<file path="config.mk">
export PLATFORM = sky130hd
export DESIGN_NAME = fet_fault_qual
export DESIGN_NICKNAME = d
export VERILOG_FILES = /design/src/rtl/fetq_pkg.sv /design/src/rtl/fetq_qual_timer.sv /design/src/rtl/fetq_fault_latch.sv /design/src/rtl/fetq_irq.sv /design/src/rtl/fet_fault_qual.sv
export SDC_FILE = /design/constraint.sdc
export NUM_CORES = 1
export LEC_CHECK = 0
export BUFFER_PORTS_ARGS = -buffer_cell sky130_fd_sc_hd__clkbuf_2
export CAP_MARGIN = 20
export CORE_ASPECT_RATIO = 0.8
export CORE_MARGIN = 1
export CORE_UTILIZATION = 41
export CTS_BUF_LIST = sky130_fd_sc_hd__clkbuf_8
export CTS_CLUSTER_DIAMETER = 50
export CTS_CLUSTER_SIZE = 14
export DETAILED_ROUTE_END_ITERATION = 12
export SLEW_MARGIN = 20
export SYNTH_ARGS = -nofsm -noshare
export SYNTH_HDL_FRONTEND = slang
export SYNTH_HIERARCHICAL = 1
export SYNTH_SLANG_ARGS = --single-unit
</file>
<file path="constraint.sdc">
create_clock -name clk -period 4.3 [get_ports clk]
set_input_delay 0.43 -clock clk [delete_from_list [all_inputs] [get_ports clk]]
set_output_delay 0.43 -clock clk [all_outputs]
set_load 0.05 [all_outputs]
</file>
<file path="src/rtl/fetq_pkg.sv">
package fetq_pkg;
  // abnormal condition of one port
  function automatic logic abnormal(input logic sense, input logic gate);
    return sense | gate;
  endfunction

  // the tick that would take the count past the limit declares the fault
  function automatic logic declare_now(input int unsigned cnt, input int unsigned limit,
                                       input logic tick, input logic abn);
    return tick && abn && (cnt == limit);
  endfunction

  // next value of a qualification count
  function automatic int unsigned count_next(input int unsigned cnt, input int unsigned limit,
                                             input logic tick, input logic abn, input logic clr);
    if (clr || !abn) return 0;
    if (tick && cnt < limit) return cnt + 1;
    return cnt;
  endfunction
endpackage

</file>
<file path="src/rtl/fetq_qual_timer.sv">
module fetq_qual_timer #(
  parameter int LIMIT = 180,
  localparam int CW = $clog2(LIMIT + 1)
) (
  input  logic          clk,
  input  logic          rst_n,
  input  logic          clr,
  input  logic          tick,
  input  logic          abn,
  output logic [CW-1:0] cnt,
  output logic          hit
);
  import fetq_pkg::*;

  int unsigned nxt;

  always_comb begin
    nxt = count_next(int'(cnt), LIMIT, tick, abn, clr);
    hit = declare_now(int'(cnt), LIMIT, tick, abn) && !clr;
  end

  always_ff @(posedge clk) begin
    if (!rst_n) cnt <= '0;
    else        cnt <= nxt[CW-1:0];
  end
endmodule

</file>
<file path="src/rtl/fetq_fault_latch.sv">
module fetq_fault_latch (
  input  logic clk,
  input  logic rst_n,
  input  logic clr,
  input  logic hit,
  input  logic en_cmd,
  output logic bad,
  output logic drive_en,
  output logic weak_pd,
  output logic new_fault
);
  always_ff @(posedge clk) begin
    if (!rst_n)   bad <= 1'b0;
    else if (clr) bad <= 1'b0;
    else if (hit) bad <= 1'b1;
  end

  always_comb begin
    new_fault = hit && !bad && !clr;
    drive_en  = en_cmd && !bad;
    weak_pd   = bad;
  end
endmodule

</file>
<file path="src/rtl/fetq_irq.sv">
module fetq_irq #(
  parameter int N = 12
) (
  input  logic         clk,
  input  logic         rst_n,
  input  logic [N-1:0] new_vec,
  input  logic         ack,
  output logic         irq
);
  logic any_new;
  assign any_new = |new_vec;

  always_ff @(posedge clk) begin
    if (!rst_n)       irq <= 1'b0;
    else if (any_new) irq <= 1'b1;
    else if (ack)     irq <= 1'b0;
  end
endmodule

</file>
<file path="src/rtl/fet_fault_qual.sv">
module fet_fault_qual #(
  parameter int NPORTS     = 12,
  parameter int QUAL_TICKS = 180
) (
  input  logic              clk,
  input  logic              rst_n,
  input  logic              tick_us,
  input  logic [NPORTS-1:0] sense_hi,
  input  logic [NPORTS-1:0] gate_hi,
  input  logic [NPORTS-1:0] port_en,
  input  logic [NPORTS-1:0] port_rst,
  input  logic              irq_clr,
  output logic [NPORTS-1:0] drive_en,
  output logic [NPORTS-1:0] weak_pd,
  output logic [NPORTS-1:0] fet_bad,
  output logic              irq
);
  import fetq_pkg::*;

  localparam int CW = $clog2(QUAL_TICKS + 1);

  // named internal events, observed by the checker
  logic [NPORTS-1:0]    abn_vec;
  logic [NPORTS-1:0]    hit_vec;
  logic [NPORTS-1:0]    new_vec;
  logic [NPORTS*CW-1:0] cnt_flat;

  for (genvar i = 0; i < NPORTS; i++) begin : g_port
    logic [CW-1:0] cnt_i;

    assign abn_vec[i] = abnormal(sense_hi[i], gate_hi[i]);
    assign cnt_flat[i*CW +: CW] = cnt_i;

    fetq_qual_timer #(.LIMIT(QUAL_TICKS)) u_tmr (
      .clk  (clk),
      .rst_n(rst_n),
      .clr  (port_rst[i]),
      .tick (tick_us),
      .abn  (abn_vec[i]),
      .cnt  (cnt_i),
      .hit  (hit_vec[i])
    );

    fetq_fault_latch u_lat (
      .clk      (clk),
      .rst_n    (rst_n),
      .clr      (port_rst[i]),
      .hit      (hit_vec[i]),
      .en_cmd   (port_en[i]),
      .bad      (fet_bad[i]),
      .drive_en (drive_en[i]),
      .weak_pd  (weak_pd[i]),
      .new_fault(new_vec[i])
    );
  end

  fetq_irq #(.N(NPORTS)) u_irq (
    .clk    (clk),
    .rst_n  (rst_n),
    .new_vec(new_vec),
    .ack    (irq_clr),
    .irq    (irq)
  );
endmodule

</file>
==> results by group <==
Outcome
  • Status: completed

Routing
  • DRC Markers: 0
  • Drt first pass iters: 4
  • Drt first-iter violations: 219
  • WL final: 13.69 mm
  • Routed WL per cell: 13.23 µm
  • Via count: 5546
  • Remaining antenna violation count: 0
  • Via-to-Cell Ratio: 5.358

Worst hold path
  • Worst Min Path Start: port_rst[0]
  • Cells on Worst Hold Path: 2
  • Tightest Hold Check Type: input port to flop
  • Endpoint, Worst Hold: g_port[0].u_lat/bad

Pwr
  • P per Cell Area: 253.5 nW/µm²
  • Peak supply drop: 0.1388 mV
  • Sequential power share: 54.7%
  • Combinational power share: 9.2%
  • Psw: 458.8 µW
  • Pint: 1.422 mW
  • Leak: 2.692 nW
  • Switching share of total power: 24.39%
  • Clock share of power: 36.2%

Timing
  • Slew Viols, Final: 0
  • Unrepaired setup endpoints after global routing: no
  • Hold Vio Cnt, Final: 0
  • Tcrit/Tclk final: 44.20%
  • Min Tclk post-route: 1.901 ns
  • Clock skew: 0.008980 ns
  • Slew of the pin with the lowest slew margin: 0.5796 ns
  • Slew headroom: 61.00%
  • Post-route setup TNS: 0 ns
  • Hold WS: 0.2549 ns
  • Final setup violation count: 0
  • Fmax: 526.1 MHz

Layout
  • Post-route cell area: 7420 µm²
  • Post-Layout Cell Count: 1035
  • Layout overhead on the synthesized area: 11.38%
  • Final nets: 892
  • Ant diodes: 0
  • Ratio of cells with drive above 1 in the final layout: 18.78%
  • Util after Layout: 46.96%

Place
  • DP Area: 7206 µm²
  • Hpwl dp: 10.08 mm
  • Placed instance count: 1020
  • Gpl congestion: 0.8807
  • Port bufs: 88

Yosys
  • Number of synthesized register bits: 109
  • Post-synth EDFFs: 0
  • Cell with the most instances after synthesis: nand2_1
  • Post-synth top cells: 120 x nand2_1, 109 x dfxtp_1, 72 x mux2i_1
  • Ys flop type: dfxtp_1
  • Dominant cells by area after synthesis: dfxtp_1 33%, mux2i_1 11%, nand2_1 6.8%
  • Syn_nets: 827
  • Sequential share of the synthesized area: 32.76%
  • Share of the synthesized area in the top cell type: 32.76%
  • Post-synth top area cell: dfxtp_1
  • Synth warn: 6
  • Unique masters post-synth: 31
  • Mapped Cells: 751
  • Ys async rst share: 0%
  • Avg Cell Area, Syn: 8.870 µm²
  • Cell area after synthesis: 6661 µm²

CTS
  • Clock sinks: 109
  • CTS root buf: clkbuf_8
  • # Post-CTS Setup Buffers: 0
  • Post-CTS Hold Fix Bufs: 0
  • CTS Buf Count: 9
  • H-tree levels: 3
  • Bufs on Longest Clock Path: 2
  • Worst-path clk slew: 0.10 ns
  • Post-CTS sizing: 0
  • Clk_lat worst skew: 0.38 ns
  • CTS tree: built

Flow run
  • Max-cap violations: 0

Setup path
  • R2R Setup Slk: 2.40 ns
  • Nature of the critical path endpoint: flop
  • WP data arrival: 2.14 ns
  • CP Max Fanout: 5
  • WS Path Type: flop to flop
  • CP required: 4.54 ns
  • FF-to-FF End: u_irq/irq
  • Reg-to-reg critical path startpoint: g_port[5].u_tmr/cnt[0]
  • CP Launch Type: flop
  • Reg2reg path depth: 7

GRT
  • GR peak layer: met2
  • Vias in the first global route: 5121
  • Initial antenna violation count: 0
  • Met1 GRT Util: 22.91%
  • Met3 Use GR: 4.050%
  • Grt ovf: 0
  • Global-route track usage on met2: 27.37%
  • First-pass GRT wire length: 23.15 mm
  • Total GRT Usage: 17.25%
  • Largest net degree at the start of global routing: 43

Floorplanning
  • I/O pin total: 89
  • Die height: 116.0 µm
  • Die X: 144.5 µm
  • # rows: 41
  • CORE AREA: 15800 µm²
  • Initial Util: 42.16%
  • Die Footprint: 16760 µm²
[state kept, by name, indices dropped and copies added, names as in the netlist]
name and flops:
g_port.u_tmr/cnt 96, g_port.u_lat/bad 12, u_irq/irq 1
[per-stage QoR]
stage               worst slack, ns  power, mW
finish                        2.399      1.881
global route                  2.168      1.976
CTS                           2.349      1.913
detailed placement            2.107      1.225
global placement              2.198      1.220
floorplan                     2.833      1.162
[logic make-up after synthesis]
family,count (synthesis),share of synthesized area [%]
and+or+nand+nor,364,33.47
AOI/OAI and AO/OA,121,14.33
DFF,109,32.76
muxes,72,10.82
buffers and inverters,61,4.114
adders and majority gates,24,4.508
[layer usage]
metal	part of all wire (%)	vias up
met5	0	-
met4	1.7	0
met3	3.6	19
met2	43	107
met1	52	2575
li1	-	2845
[layout make-up]
type                            instances  area [µm²]
Clock buffer                           10       137.6
Clock inverter                          5       76.32
Fill cell                            1549        8381
Inverter                               25       93.84
Multi-Input combinational cell        581        4205
Sequential cell                       109        2182
Tap cell                              215       269.0
Timing Repair Buffer                   90       455.4
[worst max-delay path, stage by stage (launching register included)]
cell and delay [ns]:
dfxtp_1 0.41, inv_1 0.10, ha_1 0.22, nand4b_1 0.10
nor4_1 0.07, nor3b_1 0.15, nor4_1 0.53, a41oi_1 0.19
[power by group through the flow]
stage               logic, mW  registers, mW  clock network [mW]
finish                  0.172           1.03               0.680
CTS                     0.173           1.03               0.711
global route            0.191           1.03               0.754
detailed placement      0.173           1.05                   0
global placement        0.168           1.05                   0
floorplan               0.113           1.05                   0
[cell usage in the layout, fill, tap and decap left out, drive strengths merged, types with 15 or more instances in the layout]
| cell | count |
|---|---|
| mux2i | 72 |
| nor2b | 24 |
| nand2 | 120 |
| nor3b | 24 |
| clkbuf | 98 |
| nor4 | 15 |
| inv | 26 |
| nor2 | 24 |
| dfxtp | 109 |
| nand4 | 36 |
| ha | 24 |
| nand2b | 49 |
| and3b | 24 |
| a211oi | 24 |
[worst max-delay path by stage]
stage          depth (start not counted)              startpoint  slack (ns)          end
2_1_floorplan                          1     g_port[0].u_lat/bad        2.83  drive_en[0]
3_3_place_gp                           7                 tick_us        2.20    u_irq/irq
3_5_place_dp                           7                 tick_us        2.11    u_irq/irq
4_1_cts                                7  g_port[0].u_tmr/cnt[0]        2.35    u_irq/irq
5_1_grt                                7  g_port[5].u_tmr/cnt[0]        2.17    u_irq/irq
6_report                               7  g_port[5].u_tmr/cnt[0]        2.40    u_irq/irq
Note: power is estimated with default switching activity, not from simulation.
